==> config.mk <==
export PLATFORM = sky130hd
export DESIGN_NAME = awu_uart_rx
export DESIGN_NICKNAME = d
export VERILOG_FILES = /design/src/rtl/awu_rx_pkg.sv /design/src/rtl/awu_rx_framer.sv /design/src/rtl/awu_rx_wake.sv /design/src/rtl/awu_rx_flags.sv /design/src/rtl/awu_uart_rx.sv
export SDC_FILE = /design/constraint.sdc
export NUM_CORES = 1
export LEC_CHECK = 0
export BUFFER_PORTS_ARGS = -buffer_cell sky130_fd_sc_hd__buf_4
export CORE_MARGIN = 3
export CORE_UTILIZATION = 49
export DETAILED_ROUTE_END_ITERATION = 10
export PLACE_DENSITY = 0.74
export SLEW_MARGIN = 20
export SYNTH_ARGS = -nofsm -noshare
export SYNTH_HDL_FRONTEND = slang
export SYNTH_SLANG_ARGS = --single-unit
==> constraint.sdc <==
create_clock -name clk -period 2.04 [get_ports clk]
set_input_delay 0 -clock clk [delete_from_list [all_inputs] [get_ports clk]]
set_output_delay 0 -clock clk [all_outputs]
set_load 0.02 [all_outputs]
==> src/rtl/awu_rx_pkg.sv <==
package awu_rx_pkg;

  typedef enum logic [2:0] {
    FR_IDLE,
    FR_START,
    FR_SHIFT,
    FR_STOP,
    FR_HOLD
  } fr_state_e;

  // filter is live only for asynchronous address mode with the latch set
  function automatic logic wake_armed(input logic latch, input logic amode, input logic smode);
    return latch & amode & ~smode;
  endfunction

  // a frame passes unless the filter is live and it is not an address
  function automatic logic frame_passes(input logic armed, input logic abit);
    return ~armed | abit;
  endfunction

  function automatic logic err_level(input logic ferr, input logic ovr);
    return ferr | ovr;
  endfunction

endpackage

==> src/rtl/awu_rx_framer.sv <==
module awu_rx_framer
  import awu_rx_pkg::*;
#(
  parameter int DATA_W = 8,
  parameter int OVS    = 16
) (
  input  logic              clk,
  input  logic              rst_n,
  input  logic              rxd_i,
  input  logic              tick_i,
  input  logic              amode_i,
  output logic              done_o,
  output logic [DATA_W-1:0] data_o,
  output logic              abit_o,
  output logic              stop_ok_o
);

  localparam int PH_W = $clog2(OVS);
  localparam int IX_W = $clog2(DATA_W + 1);
  localparam logic [PH_W-1:0] PH_MID  = PH_W'(OVS / 2 - 2);
  localparam logic [PH_W-1:0] PH_LAST = PH_W'(OVS - 1);

  fr_state_e         state_q;
  logic [PH_W-1:0]   ph_q;
  logic [IX_W-1:0]   ix_q;
  logic [IX_W-1:0]   last_ix;
  logic [DATA_W:0]   shreg_q;
  logic              amode_q;
  logic              done_q;
  logic              stop_q;

  assign last_ix = IX_W'(DATA_W - 1) + {{(IX_W-1){1'b0}}, amode_q};

  always_ff @(posedge clk or negedge rst_n) begin
    if (!rst_n) begin
      state_q <= FR_IDLE;
      ph_q    <= '0;
      ix_q    <= '0;
      shreg_q <= '0;
      amode_q <= 1'b0;
      done_q  <= 1'b0;
      stop_q  <= 1'b1;
    end else begin
      done_q <= 1'b0;
      unique case (state_q)
        FR_IDLE: begin
          if (tick_i && !rxd_i) begin
            state_q <= FR_START;
            ph_q    <= '0;
            amode_q <= amode_i;
          end
        end
        FR_START: begin
          if (tick_i) begin
            if (ph_q == PH_MID) begin
              ph_q <= '0;
              if (!rxd_i) begin
                state_q <= FR_SHIFT;
                shreg_q <= '0;
                ix_q    <= '0;
              end else begin
                state_q <= FR_IDLE;
              end
            end else begin
              ph_q <= ph_q + 1'b1;
            end
          end
        end
        FR_SHIFT: begin
          if (tick_i) begin
            if (ph_q == PH_LAST) begin
              ph_q          <= '0;
              shreg_q[ix_q] <= rxd_i;
              if (ix_q == last_ix) state_q <= FR_STOP;
              else                 ix_q    <= ix_q + 1'b1;
            end else begin
              ph_q <= ph_q + 1'b1;
            end
          end
        end
        FR_STOP: begin
          if (tick_i) begin
            if (ph_q == PH_LAST) begin
              ph_q    <= '0;
              done_q  <= 1'b1;
              stop_q  <= rxd_i;
              state_q <= rxd_i ? FR_IDLE : FR_HOLD;
            end else begin
              ph_q <= ph_q + 1'b1;
            end
          end
        end
        FR_HOLD: begin
          if (rxd_i) state_q <= FR_IDLE;
        end
        default: state_q <= FR_IDLE;
      endcase
    end
  end

  assign done_o    = done_q;
  assign data_o    = shreg_q[DATA_W-1:0];
  assign abit_o    = shreg_q[DATA_W];
  assign stop_ok_o = stop_q;

endmodule

==> src/rtl/awu_rx_wake.sv <==
module awu_rx_wake
  import awu_rx_pkg::*;
(
  input  logic clk,
  input  logic rst_n,
  input  logic we_i,
  input  logic wd_i,
  input  logic amode_i,
  input  logic smode_i,
  input  logic done_i,
  input  logic abit_i,
  output logic wake_o,
  output logic pass_o,
  output logic hit_o
);

  logic latch_q;
  logic armed;

  assign armed  = wake_armed(latch_q, amode_i, smode_i);
  assign pass_o = done_i & frame_passes(armed, abit_i);
  assign hit_o  = done_i & armed & abit_i;

  always_ff @(posedge clk or negedge rst_n) begin
    if (!rst_n)     latch_q <= 1'b0;
    else if (we_i)  latch_q <= wd_i;
    else if (hit_o) latch_q <= 1'b0;
  end

  assign wake_o = latch_q;

endmodule

==> src/rtl/awu_rx_flags.sv <==
module awu_rx_flags #(
  parameter int DATA_W = 8
) (
  input  logic              clk,
  input  logic              rst_n,
  input  logic              pass_i,
  input  logic [DATA_W-1:0] data_i,
  input  logic              abit_i,
  input  logic              stop_ok_i,
  input  logic              clr_full_i,
  input  logic              clr_ferr_i,
  input  logic              clr_ovr_i,
  output logic [DATA_W-1:0] data_o,
  output logic              full_o,
  output logic              ferr_o,
  output logic              ovr_o,
  output logic              abit_o
);

  logic [DATA_W-1:0] data_q, data_n;
  logic full_q, full_n, ferr_q, ferr_n, ovr_q, ovr_n, abit_q, abit_n;

  always_comb begin
    data_n = data_q;
    abit_n = abit_q;
    full_n = full_q & ~clr_full_i;
    ferr_n = ferr_q & ~clr_ferr_i;
    ovr_n  = ovr_q  & ~clr_ovr_i;
    if (pass_i) begin
      abit_n = abit_i;
      if (full_q) begin
        ovr_n = 1'b1;
      end else begin
        full_n = 1'b1;
        data_n = data_i;
      end
      if (!stop_ok_i) ferr_n = 1'b1;
    end
  end

  always_ff @(posedge clk or negedge rst_n) begin
    if (!rst_n) begin
      data_q <= '0;
      full_q <= 1'b0;
      ferr_q <= 1'b0;
      ovr_q  <= 1'b0;
      abit_q <= 1'b0;
    end else begin
      data_q <= data_n;
      full_q <= full_n;
      ferr_q <= ferr_n;
      ovr_q  <= ovr_n;
      abit_q <= abit_n;
    end
  end

  assign data_o = data_q;
  assign full_o = full_q;
  assign ferr_o = ferr_q;
  assign ovr_o  = ovr_q;
  assign abit_o = abit_q;

endmodule

==> src/rtl/awu_uart_rx.sv <==
module awu_uart_rx
  import awu_rx_pkg::*;
#(
  parameter int DATA_W = 8,
  parameter int OVS    = 16
) (
  input  logic              clk,
  input  logic              rst_n,
  input  logic              rxd_i,
  input  logic              tick_i,
  input  logic              addr_mode_i,
  input  logic              sync_mode_i,
  input  logic              irq_en_i,
  input  logic              wake_we_i,
  input  logic              wake_wd_i,
  input  logic              clr_full_i,
  input  logic              clr_ferr_i,
  input  logic              clr_ovr_i,
  output logic [DATA_W-1:0] rx_data_o,
  output logic              full_o,
  output logic              ferr_o,
  output logic              ovr_o,
  output logic              abit_o,
  output logic              wake_o,
  output logic              rx_irq_o,
  output logic              err_irq_o
);

  // internal events, named for the checker
  logic              fr_done;
  logic [DATA_W-1:0] fr_data;
  logic              fr_abit;
  logic              fr_stop_ok;
  logic              fr_pass;
  logic              wake_hit;

  awu_rx_framer #(.DATA_W(DATA_W), .OVS(OVS)) u_framer (
    .clk       (clk),
    .rst_n     (rst_n),
    .rxd_i     (rxd_i),
    .tick_i    (tick_i),
    .amode_i   (addr_mode_i),
    .done_o    (fr_done),
    .data_o    (fr_data),
    .abit_o    (fr_abit),
    .stop_ok_o (fr_stop_ok)
  );

  awu_rx_wake u_wake (
    .clk     (clk),
    .rst_n   (rst_n),
    .we_i    (wake_we_i),
    .wd_i    (wake_wd_i),
    .amode_i (addr_mode_i),
    .smode_i (sync_mode_i),
    .done_i  (fr_done),
    .abit_i  (fr_abit),
    .wake_o  (wake_o),
    .pass_o  (fr_pass),
    .hit_o   (wake_hit)
  );

  awu_rx_flags #(.DATA_W(DATA_W)) u_flags (
    .clk        (clk),
    .rst_n      (rst_n),
    .pass_i     (fr_pass),
    .data_i     (fr_data),
    .abit_i     (fr_abit),
    .stop_ok_i  (fr_stop_ok),
    .clr_full_i (clr_full_i),
    .clr_ferr_i (clr_ferr_i),
    .clr_ovr_i  (clr_ovr_i),
    .data_o     (rx_data_o),
    .full_o     (full_o),
    .ferr_o     (ferr_o),
    .ovr_o      (ovr_o),
    .abit_o     (abit_o)
  );

  assign rx_irq_o  = irq_en_i & full_o;
  assign err_irq_o = irq_en_i & err_level(ferr_o, ovr_o);

endmodule

* Word level (Yosys, flattened, before mapping)
Index checks and enable logic that the tools add are counted.
** Operators by class
- Add/sub/neg operators :: 3
- Magnitude comparators :: 2
- Equal/unequal tests :: 19
- Mux-type cells :: 45
- Bitwise logic cells :: 18
- Reductions and logical operators :: 15
** Operators by type and width (count)
- $mux 9 :: 5
- $mux 4 :: 11
- $mux 3 :: 10
- $pmux 9 s2 :: 1
- $pmux 3 s5 :: 1
- $mux 1 :: 12
- $ne 2x1->1 const B :: 6
- $ne 2x2->1 const B :: 6
- $pmux 4 s3 :: 1
- $and 1x1->1 :: 10
- $bwmux 9 :: 1
- $reduce_and 9->1 :: 1
- $add 4x1->4 const B :: 2
- $pmux 4 s2 :: 1
- $reduce_and 7->1 :: 1
- $eq 3x2->1 const B :: 2
- $not 1->1 :: 6
- $reduce_and 6->1 :: 1
- $lt 4x5->1 const B :: 1
- $add 3x1->4 const A :: 1
- $demux 1 s4 :: 1
- $eq 4x3->1 const B :: 1
- $eq 4x4->1 :: 1
- $eq 4x4->1 const B :: 1
- other kinds (14) :: 18
** Storage, ports and cells
- Flip-flop bits (word level) :: 36
- Output and inout port bits :: 15

* Logic depth before layout (Yosys ltp)
Gate-level depths: netlist of the first run.
- Depth in word-level cells :: 8
- Depth in mapped cells :: 7
- Mapped depth without buffers :: 6

* Hierarchy
From an unflattened synthesis of the first run, not the netlist that was laid out.
** Second synthesis, totals
- Cell total of the unflattened synthesis :: 176
- Area total of the unflattened synthesis :: 2031.9 µm²
** Modules (own cells, without submodules)
- awu_rx_framer :: times used 1, cells each 135, area an instance 1446.4 µm²
- awu_rx_flags :: times used 1, cells each 31, area an instance 500.5 µm²
- awu_rx_wake :: times used 1, cells each 8, area an instance 71.3 µm²
- awu_uart_rx :: times used 1, cells each 2, area an instance 13.8 µm²

* Least setup slack after synthesis of the first run
OpenSTA, ideal clock, no wires.
- Path kind :: register -> register
- From :: reg u_framer.ph_q[0]
- To :: reg u_framer.shreg_q[0]
- Library setup time :: 0.126 ns
- Arrival time :: 1.474 ns
- Data required time :: 1.914 ns
- Path slack :: 0.440 ns
- Stages on the path, launching flop included :: 7
- Path buffers :: 1
- Path through :: dfrtp_1 > ha_1 > nand4_1 > o32ai_4 > nand3b_4 > buf_6 > a221o_1
** Between the ends
- Longest elaborated chain between the ends :: 3
- Elaborated cells on any way between the ends :: 5
- Those cells by class :: eq/ne (4); reduce/logical (1)
** RTL lines
- start: declaration :: line awu_rx_framer.sv:24 : logic [PH_W-1:0] ph_q;
- start signal: assignment :: line awu_rx_framer.sv:65 : ph_q <= ph_q + 1'b1;
- start signal: assignment :: line awu_rx_framer.sv:77 : ph_q <= ph_q + 1'b1;
- start signal: assignment :: line awu_rx_framer.sv:89 : ph_q <= ph_q + 1'b1;
- $eq 4x4->1 / $eq 4x3->1 (equally long branches) :: line awu_rx_framer.sv:71, awu_rx_framer.sv:55
- $ne 2x1->1 (no source line)
- $reduce_and 6->1 (no source line) (*)
- end signal: indexed assignment :: line awu_rx_framer.sv:73 : shreg_q[ix_q] <= rxd_i;
- end: declaration :: line awu_rx_framer.sv:27 : logic [DATA_W:0] shreg_q;
Mark *: on every way between the ends. The rest lies on a longest branch, timed or not.
A chain may end at the register's enable or synchronous reset.

* Worst setup path after layout of the first run
- From :: reg u_framer.state_q[0]
- To :: reg u_framer.shreg_q[6]
** Between the ends
- Longest elaborated chain between the ends :: 3
- Elaborated cells on any way between the ends :: 10
- Those cells by class :: eq/ne (7); mux (1); reduce/logical (2)
** RTL lines
- start: declaration :: line awu_rx_framer.sv:23 : fr_state_e state_q;
- start signal: assignment :: line awu_rx_framer.sv:87 : state_q <= rxd_i ? FR_IDLE : FR_HOLD;
- $eq 3x2->1 / $eq 3x1->1 (equally long branches) :: line awu_rx_framer.sv:45 : unique case (state_q)
- $ne 2x1->1 (no source line), or another cell as far along
- $reduce_and 6->1 (no source line)
Parallel ways exist; a longest one is shown, timed or not.

==> results of run 1 <==
-- sequential cells by signal (all words and copies together), names as in the netlist, 3 cells and up --
name              count
u_flags.data_o        8
u_framer.ph_q         4
u_framer.ix_q         4
u_framer.state_q      3
u_framer.shreg_q      9
-- kinds of logic after synthesis --
| family | share of synthesized area |
|---|---|
| compound gates | 0.1705 |
| fa+ha+maj | 0.03904 |
| buf+inv | 0.03839 |
| flops | 0.4691 |
| simple gates | 0.2154 |
| xor+xnor | 0.009110 |
| mux | 0.05856 |
-- final cells by class --
type                       instances  area (sq um)  area share
tap                               48         60.06     0.02578
sequential                        36         902.1      0.3872
multi-input combinational        125         947.2      0.4066
clock buffer                       6         72.57     0.03115
timing repair buffer              35         282.8      0.1214
inverter                           8         30.03     0.01289
clock inverter                     2         35.03     0.01504
-- per-stage QoR --
| step | setup slack (ns) | area, sq um | cells |
|---|---|---|---|
| final | 0.2773 | 2330 | 260 |
| after global routing | 0.1776 | 2330 | 260 |
| after CTS | 0.2576 | 2330 | 260 |
| after detailed placement | 0.2729 | 2142 | 244 |
| after global placement | 0.3881 | 2142 | 244 |
| after floorplan | 0.4397 | 1923 | 175 |
-- synth_stat cells, types with 3 or more instances --
cell / number
o22ai_1: 4
nand3_1: 4
o21bai_1: 3
o21ai_0: 7
ha_1: 6
mux2_2: 10
and3_1: 7
dfrtp_1: 35
a22o_1: 4
nor2_1: 9
nand2_1: 12
a21o_1: 3
nor2b_1: 4
nor3_1: 3
a221o_1: 6
a21oi_1: 6
inv_1: 8
-- path summary, 6_finish.rpt --
kind                                startpoint                   to  slack [ns]  depth (start not counted)
setup / recovery           u_framer.state_q[0]  u_framer.shreg_q[6]        0.28                          4
hold / removal                           rst_n  u_framer.state_q[2]        0.20                          2
setup reg to reg           u_framer.state_q[0]  u_framer.shreg_q[6]        0.28                          4
hold reg to reg              u_flags.data_o[1]    u_flags.data_o[1]        0.51                          1
max in group asynchronous                rst_n   u_framer.stop_ok_o        1.50                          2
min in group clk                   sync_mode_i       u_flags.abit_o        0.20                          4
-- critical path, cell delays in order, from the launching register on --
cell	delay, ns
dfrtp_1	0.60
nor2b_4	0.09
o32ai_4	0.33
nand3b_4	0.22
a221o_1	0.41
-- routing by layer --
layer,part of all wire,global-route usage,wire length (um),vias to the layer above
li1,-,-,-,715
met1,0.45,0.2216,1769,735
met2,0.49,0.3039,1931,36
met3,0.050,0.05348,198,6
met4,0.0084,0.03722,33,0
met5,0,0,0,-
-- power breakdown --
part           internal (uW)  switching (uW)  total (uW)
logic                    243             261         504
clock network            362             245         607
registers                788             140         929
total                   1390             646        2040
==> impl_metrics.csv, run 1 <==
group,metric,value,unit
run_status,status,"completed",
power_and_ir_drop,p_per_area,875.6,nW/um^2
power_and_ir_drop,ir_drop,0.0005013,V
routing,drt_iter0_drc,96,
sta,hold_viol,0,
yosys,ys_dominant_reg_cell,"dfrtp_1",
finish,diodes,0,
sta,min_period,1.763,ns
finish,syn_to_final_growth,21.14,%
floorplanning,coreArea,3716,sq um
floorplanning,io_pins,27,
worst_setup_path,critPathCaptureType,"flop",
finish,final_common_cell,"dfrtp_1",
floorplanning,chipWidth,68.65,um
worst_setup_path,required,2.21,ns
routing,routed_via_density,5.738,
worst_setup_path,critPathArrivalTime,1.93,ns
sta,fmax,0.5673,GHz
yosys,synth_top_area_frac,0.4554,
sta,fin_crit_sh,0.8641,
sta,timing.hold.ws,0.1995,ns
power_and_ir_drop,p_leak,0.001160,uW
clocking,numCtsBuffers,5,
floorplanning,start_util,0.5175,
sta,fin_skew,0.004602,ns
yosys,synth_cells,175,
global_routing,grt-ovfl-total,0,
placed_design,hpwl,2741,um
yosys,synth_fp_nets,193,
clocking,cts_tree,"yes",
yosys,ys_types,49,
floorplanning,rows,22,
clocking,cts.sinks,36,
sta,rsz0062_at_grt,"no",
worst_setup_path,cp-start-kind,"flop",
clocking,cts_hold_buf,8,
clocking,htreeDepth,2,
global_routing,grtUsageTotal,0.1779,
clocking,post_cts_buffers,0,
placed_design,io_buffers,26,
global_routing,first_global_vias,1330,
yosys,async_flop_share,1.000,
yosys,synth_edf_count,0,
yosys,yosysTopAreaCell,"dfrtp_1",
finish,mostFrequentLayoutCells,"dfrtp_1, buf_4, nand2_1, mux2_2, nor2_1",
routing,drt_first_pass_iters,4,
clocking,clkLatencyLatePin,0.28,ns
clocking,clkTransAtPathRegs,0.07,ns
yosys,ys_warn_count,0,
finish,fillers,295,
worst_setup_path,path_class,"flop to flop",
yosys,ys_top_cells_by_area,"dfrtp_1, mux2_2, ha_1",
yosys,syn_avg_cell_area,10.99,sq um
clocking,clk_path_buf_depth,2,
global_routing,grt_pass1_wl,6196,um
worst_setup_path,cp_max_fo,14,
finish,layout-drive-gt1-share,0.2547,
clocking,root_buffer,"clkbuf_8",
sta,setup_viol,0,
placed_design,gp_congestion,0.8503,
hold_path,worstHoldPathType,"input port to async pin",
routing,drtAntennaViolNets,0,
floorplanning,die_y,68.65,um
routing,dr_total_vias,1492,
sta,final.setup.tns,0,ns
sta,relSlewSlack,0.6943,
routing,wire_per_inst,15.12,um
global_routing,grt_max_degree,37,
yosys,yosysSeqAreaShare,0.4691,
finish,fin_util,0.6269,
yosys,syn_area,1923,sq um
sta,drv_slew,0,
clocking,cts_resized,0,
routing,wl,3932,um
flow_run,cap_violations,0,
finish,nets,229,
routing,drc_errors,0,
global_routing,antenna_found_initial,0,
floorplanning,die-area,4712,sq um
yosys,ys_ff_latch,36,
power_and_ir_drop,total_power,2040,uW
sta,tightest_slew,0.4581,ns
No activity file was read; power rests on OpenSTA's default activity.
==> run 2: changes to the inputs <==
- ABC_AREA: default -> 1
- CAP_MARGIN: default -> 20
- CTS_CLUSTER_SIZE: default -> 25
==> run 2 against run 1 <==
Against the previous run: via count increased by 15%; synthesized cell count increased by 54%; critical path depth increased by 4; clock-buffer cell count increased by 1; clock power decreased by 14%; highest routed layer unchanged; critical path type unchanged; critical endpoint is now u_framer.ix_q[2].
==> impl_metrics.csv, run 2 <==
group,metric,value,unit
floorplanning,io_pins,27,
worst_setup_path,critPathCaptureType,"flop",
yosys,ys_warn_count,0,
sta,tightest_slew,0.4824,ns
power_and_ir_drop,p_leak,0.001308,uW
power_and_ir_drop,p_sw,839.6,uW
power_and_ir_drop,power.internal,1302,uW
clocking,clkLatencyLatePin,0.29,ns
finish,fillers,344,
clocking,cts_tree,"yes",
worst_setup_path,critPathArrivalTime,2.02,ns
power_and_ir_drop,pwr-share-seq,0.407,
worst_setup_path,cp_max_fo,23,
placed_design,gp_congestion,0.8907,
sta,drv_slew,0,
yosys,synth_fp_nets,287,
yosys,synthMostInstantiatedCell,"nand2_1",
global_routing,grt_pass1_wl,7265,um
finish,final_common_cell,"nand2_1",
yosys,ys_ff_latch,36,
sta,fmax,0.5437,GHz
worst_setup_path,cp-start-kind,"flop",
yosys,synth_cells,269,
yosys,syn_area,1999,sq um
yosys,async_flop_share,1.000,
hold_path,worstHoldPathType,"input port to flop",
sta,relSlewSlack,0.6781,
yosys,ys_types,28,
finish,fin_util,0.6311,
finish,final_area,2397,sq um
routing,dr_total_vias,1722,
finish,final_cells,355,
finish,largest_register,"u_framer.shreg_q",
floorplanning,rows,22,
routing,drt_first_pass_iters,4,
clocking,numCtsBuffers,5,
finish,nets,324,
finish,largest_register_ffs,9,
yosys,yosysTopAreaCell,"dfrtp_1",
placed_design,placed_cells,339,
placed_design,io_buffers,26,
sta,final.setup.tns,0,ns
yosys,synth_edf_count,0,
floorplanning,die_y,69.88,um
routing,wire_per_inst,11.50,um
finish,syn_to_final_growth,19.90,%
floorplanning,start_util,0.5264,
clocking,clkTransAtPathRegs,0.07,ns
run_status,status,"completed",
routing,wl,4082,um
global_routing,use_met2,0.2970,
sta,setup_viol,0,
clocking,post_cts_buffers,0,
yosys,ys_dominant_reg_cell,"dfrtp_1",
routing,drc_errors,0,
global_routing,grt_max_degree,37,
routing,routed_via_density,4.851,
placed_design,hpwl,3107,um
floorplanning,coreArea,3799,sq um
power_and_ir_drop,power_frac_clock,0.244,
global_routing,met1_usage,0.2349,
global_routing,antenna_found_initial,0,
worst_setup_path,path_cells,"inv_2 > nand2_2 > nor2_4 > o21ai_2 > nor2_4 > nand2_1 > nand2_1 > nand2_1",
global_routing,grt-busiest-layer,"met2",
flow_run,cap_violations,0,
global_routing,use_met3,0.05036,
routing,drtAntennaViolNets,0,
sta,hold_viol,0,
sta,fin_crit_sh,0.9016,
global_routing,grt-ovfl-total,0,
finish,regArea,902.1,sq um
clocking,clk_path_buf_depth,2,
worst_setup_path,path_common_cell,"nand2_1",
worst_setup_path,slowest_delay,0.47,ns
floorplanning,die-area,4883,sq um
power_and_ir_drop,p_comb_frac,0.349,
placed_design,placed_area,2223,sq um
finish,layout-drive-gt1-share,0.1531,
worst_setup_path,path_class,"flop to flop",
clocking,htreeDepth,2,
global_routing,first_global_vias,1705,
yosys,yosys-top-cells-count,"nand2_1, dfrtp_1, nand3_1",
clocking,cts.sinks,36,
finish,diodes,0,
sta,fin_skew,0.005631,ns
finish,mostFrequentLayoutCells,"nand2_1, dfrtp_1, nand3_1, inv_1, buf_4",
power_and_ir_drop,ir_drop,0.0006052,V
power_and_ir_drop,netSwitchingFraction,0.3920,
power_and_ir_drop,p_per_area,893.5,nW/um^2
yosys,syn_avg_cell_area,7.433,sq um
floorplanning,chipWidth,69.88,um
sta,min_period,1.839,ns
sta,rsz0062_at_grt,"no",
finish,multi_input_area,938.4,sq um
global_routing,grtUsageTotal,0.1828,
yosys,synth_top_area_frac,0.4380,
clocking,root_buffer,"clkbuf_8",
worst_setup_path,cp_slowest_cell,"dfrtp_1",
yosys,ys_top_cells_by_area,"dfrtp_1, nand2_1, nand3_1",
routing,drt_iter0_drc,84,
worst_setup_path,required,2.22,ns
yosys,yosysSeqAreaShare,0.4512,
## run 2: cell types whose count changed after synthesis, sizes merged, moves of 3 or more
cell / previous run / this run
o21ai: 8 / 15
a21o: 4 / 0
mux2: 10 / 0
nand3b: 3 / 0
nand2: 12 / 102
nor2: 10 / 28
a221o: 6 / 0
o21bai: 3 / 0
a21oi: 6 / 0
inv: 8 / 32
nand3: 4 / 33
and3: 7 / 0
nor2b: 5 / 0
## run 2: timing repair
item / in CTS / in global routing
hold buffers: 8 / 0
endpoints found under the hold margin: 42 / 0
gates resized for setup: 0 / 0
## run 2: worst paths after layout
path | from | end | slack (ns) | cells after the start
worst max register to register | u_framer.state_q[2] | u_framer.ix_q[2] | 0.20 | 8
max in group asynchronous | rst_n | u_framer.stop_ok_o | 1.49 | 2
worst min-delay path | tick_i | u_framer.amode_q | 0.18 | 5
worst max-delay path | u_framer.state_q[2] | u_framer.ix_q[2] | 0.20 | 8
min in group asynchronous | rst_n | u_flags.data_o[7] | 0.21 | 2
worst min register to register | u_flags.data_o[3] | u_flags.data_o[3] | 0.48 | 2
## run 2: cell type report
type	count	area share
multi-input cells	196	0.3914
flip-flops and latches	36	0.3763
repair buffers	35	0.1180
inverters	32	0.05010
clock buffers	7	0.03601
well taps	48	0.02505
clock inverters	1	0.003132
## run 2: power groups by stage
stage          logic (uW)  clock network, uW  registers (uW)
2_1_floorplan         660                  0             849
3_3_place_gp          735                  0             886
3_5_place_dp          739                  0             886
4_1_cts               754                540             873
5_1_grt               864                569             884
6_report              747                523             873
## run 2: cells by family (layout without fill, tap and decap cells)
kind of cell             count (synthesis)  in the layout  share of synthesized area
AO/OA/AOI/OAI                           24             24                    0.07573
XOR/XNOR                                 1              1                   0.004381
flip-flops                              36             36                     0.4512
AND/OR/NAND/NOR                        165            165                     0.3517
buffers and inverters                   37             75                    0.07947
adder cells (fa/ha/maj)                  6              6                    0.03755
## run 2: layer usage
| metal | vias to the layer above | share of wire | wire, um |
|---|---|---|---|
| li1 | 923 | - | - |
| met3 | 5 | 0.044 | 181 |
| met2 | 32 | 0.45 | 1857 |
| met5 | - | 0 | 0 |
| met1 | 762 | 0.49 | 1982 |
| met4 | 0 | 0.015 | 61 |
## run 2: critical path: cells and delay by family (launching register included)
family | cells | cell delay (ns)
flops | 1 | 0.47
simple gates | 6 | 1.04
compound gates | 1 | 0.12
buf+inv | 1 | 0.11
## run 2: metrics by stage
step	setup WS, ns	hold slack, ns	power, uW
finish	0.2007	0.1763	2142
CTS	0.1837	0.1564	2166
global route	0.05121	0.1772	2317
global placement	0.2337	-0.01630	1621
detailed placement	0.1879	-0.02223	1624
floorplan	0.6196	-0.2956	1509
==> run 3: changes to the inputs <==
- CORE_ASPECT_RATIO: default -> 2
- SKIP_LAST_GASP: default -> 1
==> run 3 against run 2 <==
Against the previous run: non-clock buffer count is 1 higher; die area is 0.95% higher; cell area is 0.57% higher; via count is 4.6% higher; largest power group unchanged; maximum frequency is 4.5% higher; critical path type unchanged; critical endpoint is now u_framer.shreg_q[2].
==> impl_metrics.csv, run 3 (synthesized netlist as in run 2, its figures left out) <==
group,metric,value,unit
run_status,status,"completed",
sta,fin_crit_sh,0.8631,
finish,largest_register,"u_framer.shreg_q",
sta,tightest_slew,0.4798,ns
worst_setup_path,cp_max_fo,14,
worst_setup_path,required,2.26,ns
routing,drt_iter0_drc,50,
global_routing,grt-ovfl-total,0,
sta,final.setup.tns,0,ns
placed_design,hpwl,3094,um
clocking,clkLatencyLatePin,0.29,ns
floorplanning,rows,32,
finish,diodes,0,
power_and_ir_drop,p_leak,0.001316,uW
routing,wl,4267,um
sta,drv_slew,0,
sta,hold_viol,0,
power_and_ir_drop,power_frac_clock,0.236,
floorplanning,coreArea,3884,sq um
routing,drtAntennaViolNets,0,
global_routing,use_met2,0.3718,
power_and_ir_drop,pwr-share-seq,0.393,
global_routing,use_met3,0.03721,
power_and_ir_drop,p_comb_frac,0.372,
routing,drt_first_pass_iters,4,
clocking,root_buffer,"clkbuf_8",
routing,wire_per_inst,11.85,um
global_routing,grt-busiest-layer,"met2",
finish,syn_to_final_growth,20.59,%
clocking,clk_path_buf_depth,2,
global_routing,grt_max_degree,37,
floorplanning,io_pins,27,
clocking,clkTransAtPathRegs,0.07,ns
power_and_ir_drop,power.internal,1319,uW
sta,rsz0062_at_grt,"no",
floorplanning,die-area,4929,sq um
finish,nets,326,
sta,relSlewSlack,0.6798,
finish,largest_register_ffs,9,
sta,fin_skew,0.006084,ns
power_and_ir_drop,ir_drop,0.0006258,V
sta,setup_viol,0,
clocking,cts.sinks,36,
flow_run,cap_violations,0,
power_and_ir_drop,p_sw,876.5,uW
finish,final_common_cell,"nand2_1",
placed_design,placed_cells,343,
clocking,htreeDepth,2,
global_routing,antenna_found_initial,0,
worst_setup_path,critPathCaptureType,"flop",
finish,layout-drive-gt1-share,0.1553,
global_routing,first_global_vias,1686,
worst_setup_path,critPathArrivalTime,1.98,ns
hold_path,worstHoldPathType,"input port to flop",
clocking,numCtsBuffers,5,
global_routing,grtUsageTotal,0.1855,
power_and_ir_drop,p_per_area,910.8,nW/um^2
power_and_ir_drop,netSwitchingFraction,0.3992,
placed_design,io_buffers,26,
sta,min_period,1.761,ns
sta,fmax,0.5680,GHz
routing,routed_via_density,5.003,
global_routing,grt_pass1_wl,6844,um
worst_setup_path,path_class,"flop to flop",
clocking,cts_resized,0,
floorplanning,start_util,0.5148,
worst_setup_path,cp-start-kind,"flop",
clocking,cts_tree,"yes",
placed_design,place_ws,0.1382,ns
sta,timing.hold.ws,0.1903,ns
routing,drc_errors,0,
routing,dr_total_vias,1801,
placed_design,gp_congestion,0.8568,
finish,mostFrequentLayoutCells,"nand2_1, dfrtp_1, nand3_1, inv_1, buf_4",
sta,setup_slack,0.2794,ns
floorplanning,die_y,96.34,um
floorplanning,chipWidth,51.17,um
finish,final_cells,360,
global_routing,met1_usage,0.1615,
==> run 3: cell type report <==
| class | instances | area [sq um] |
|---|---|---|
| Inverter | 32 | 120.1 |
| Sequential cell | 36 | 902.1 |
| Tap cell | 51 | 63.81 |
| Timing Repair Buffer | 36 | 290.3 |
| Clock buffer | 8 | 90.09 |
| Fill cell | 349 | 1473 |
| Multi-Input combinational cell | 197 | 944.7 |
==> run 3: power by group through the flow <==
stage | clock network, uW | registers, uW | logic (uW)
4_1_cts | 524 | 863 | 788
5_1_grt | 549 | 875 | 927
3_5_place_dp | 0 | 876 | 768
6_report | 517 | 863 | 816
2_1_floorplan | 0 | 849 | 660
3_3_place_gp | 0 | 874 | 757
==> run 3: stage by stage <==
| step | utilization | total power [uW] | instance area, sq um |
|---|---|---|---|
| 6_report | 0.6208 | 2196 | 2411 |
| 5_1_grt | 0.6208 | 2351 | 2411 |
| 4_1_cts | 0.6192 | 2175 | 2405 |
| 3_5_place_dp | 0.5754 | 1645 | 2235 |
| 3_3_place_gp | 0.5754 | 1631 | 2235 |
| 2_1_floorplan | - | 1509 | 1999 |
==> run 3: path summary, 6_finish.rpt <==
| check | to | cells after the start | start | slack, ns |
|---|---|---|---|---|
| setup / recovery | u_framer.shreg_q[2] | 7 | u_framer.state_q[2] | 0.28 |
| hold reg to reg | u_flags.data_o[5] | 2 | u_flags.data_o[5] | 0.47 |
| max in group asynchronous | u_framer.stop_ok_o | 2 | rst_n | 1.50 |
| min in group asynchronous | u_framer.shreg_q[1] | 2 | rst_n | 0.20 |
| hold / removal | u_framer.amode_q | 5 | tick_i | 0.19 |
| setup reg to reg | u_framer.shreg_q[2] | 7 | u_framer.state_q[2] | 0.28 |
==> run 3: what timing repair did <==
item / CTS / global route
hold buffers: 8 / 0
buffers inserted: 0 / 0
endpoints found under the setup margin: 0 / 4
hold endpoints to repair: 42 / 0
==> run 3: layer usage <==
metal | vias to the layer above | wire [um]
li1 | 933 | -
met1 | 823 | 1501
met2 | 31 | 2538
met3 | 14 | 108
met4 | 0 | 118
met5 | - | 0
==> run 3: critical path, cell delays in order (launching register included) <==
cell and delay, ns:
dfrtp_1 0.46, inv_2 0.11, nand2_2 0.08, nor2_4 0.26, o21ai_2 0.15, nor2_2 0.37, nand3_1 0.15, nand2_1 0.10
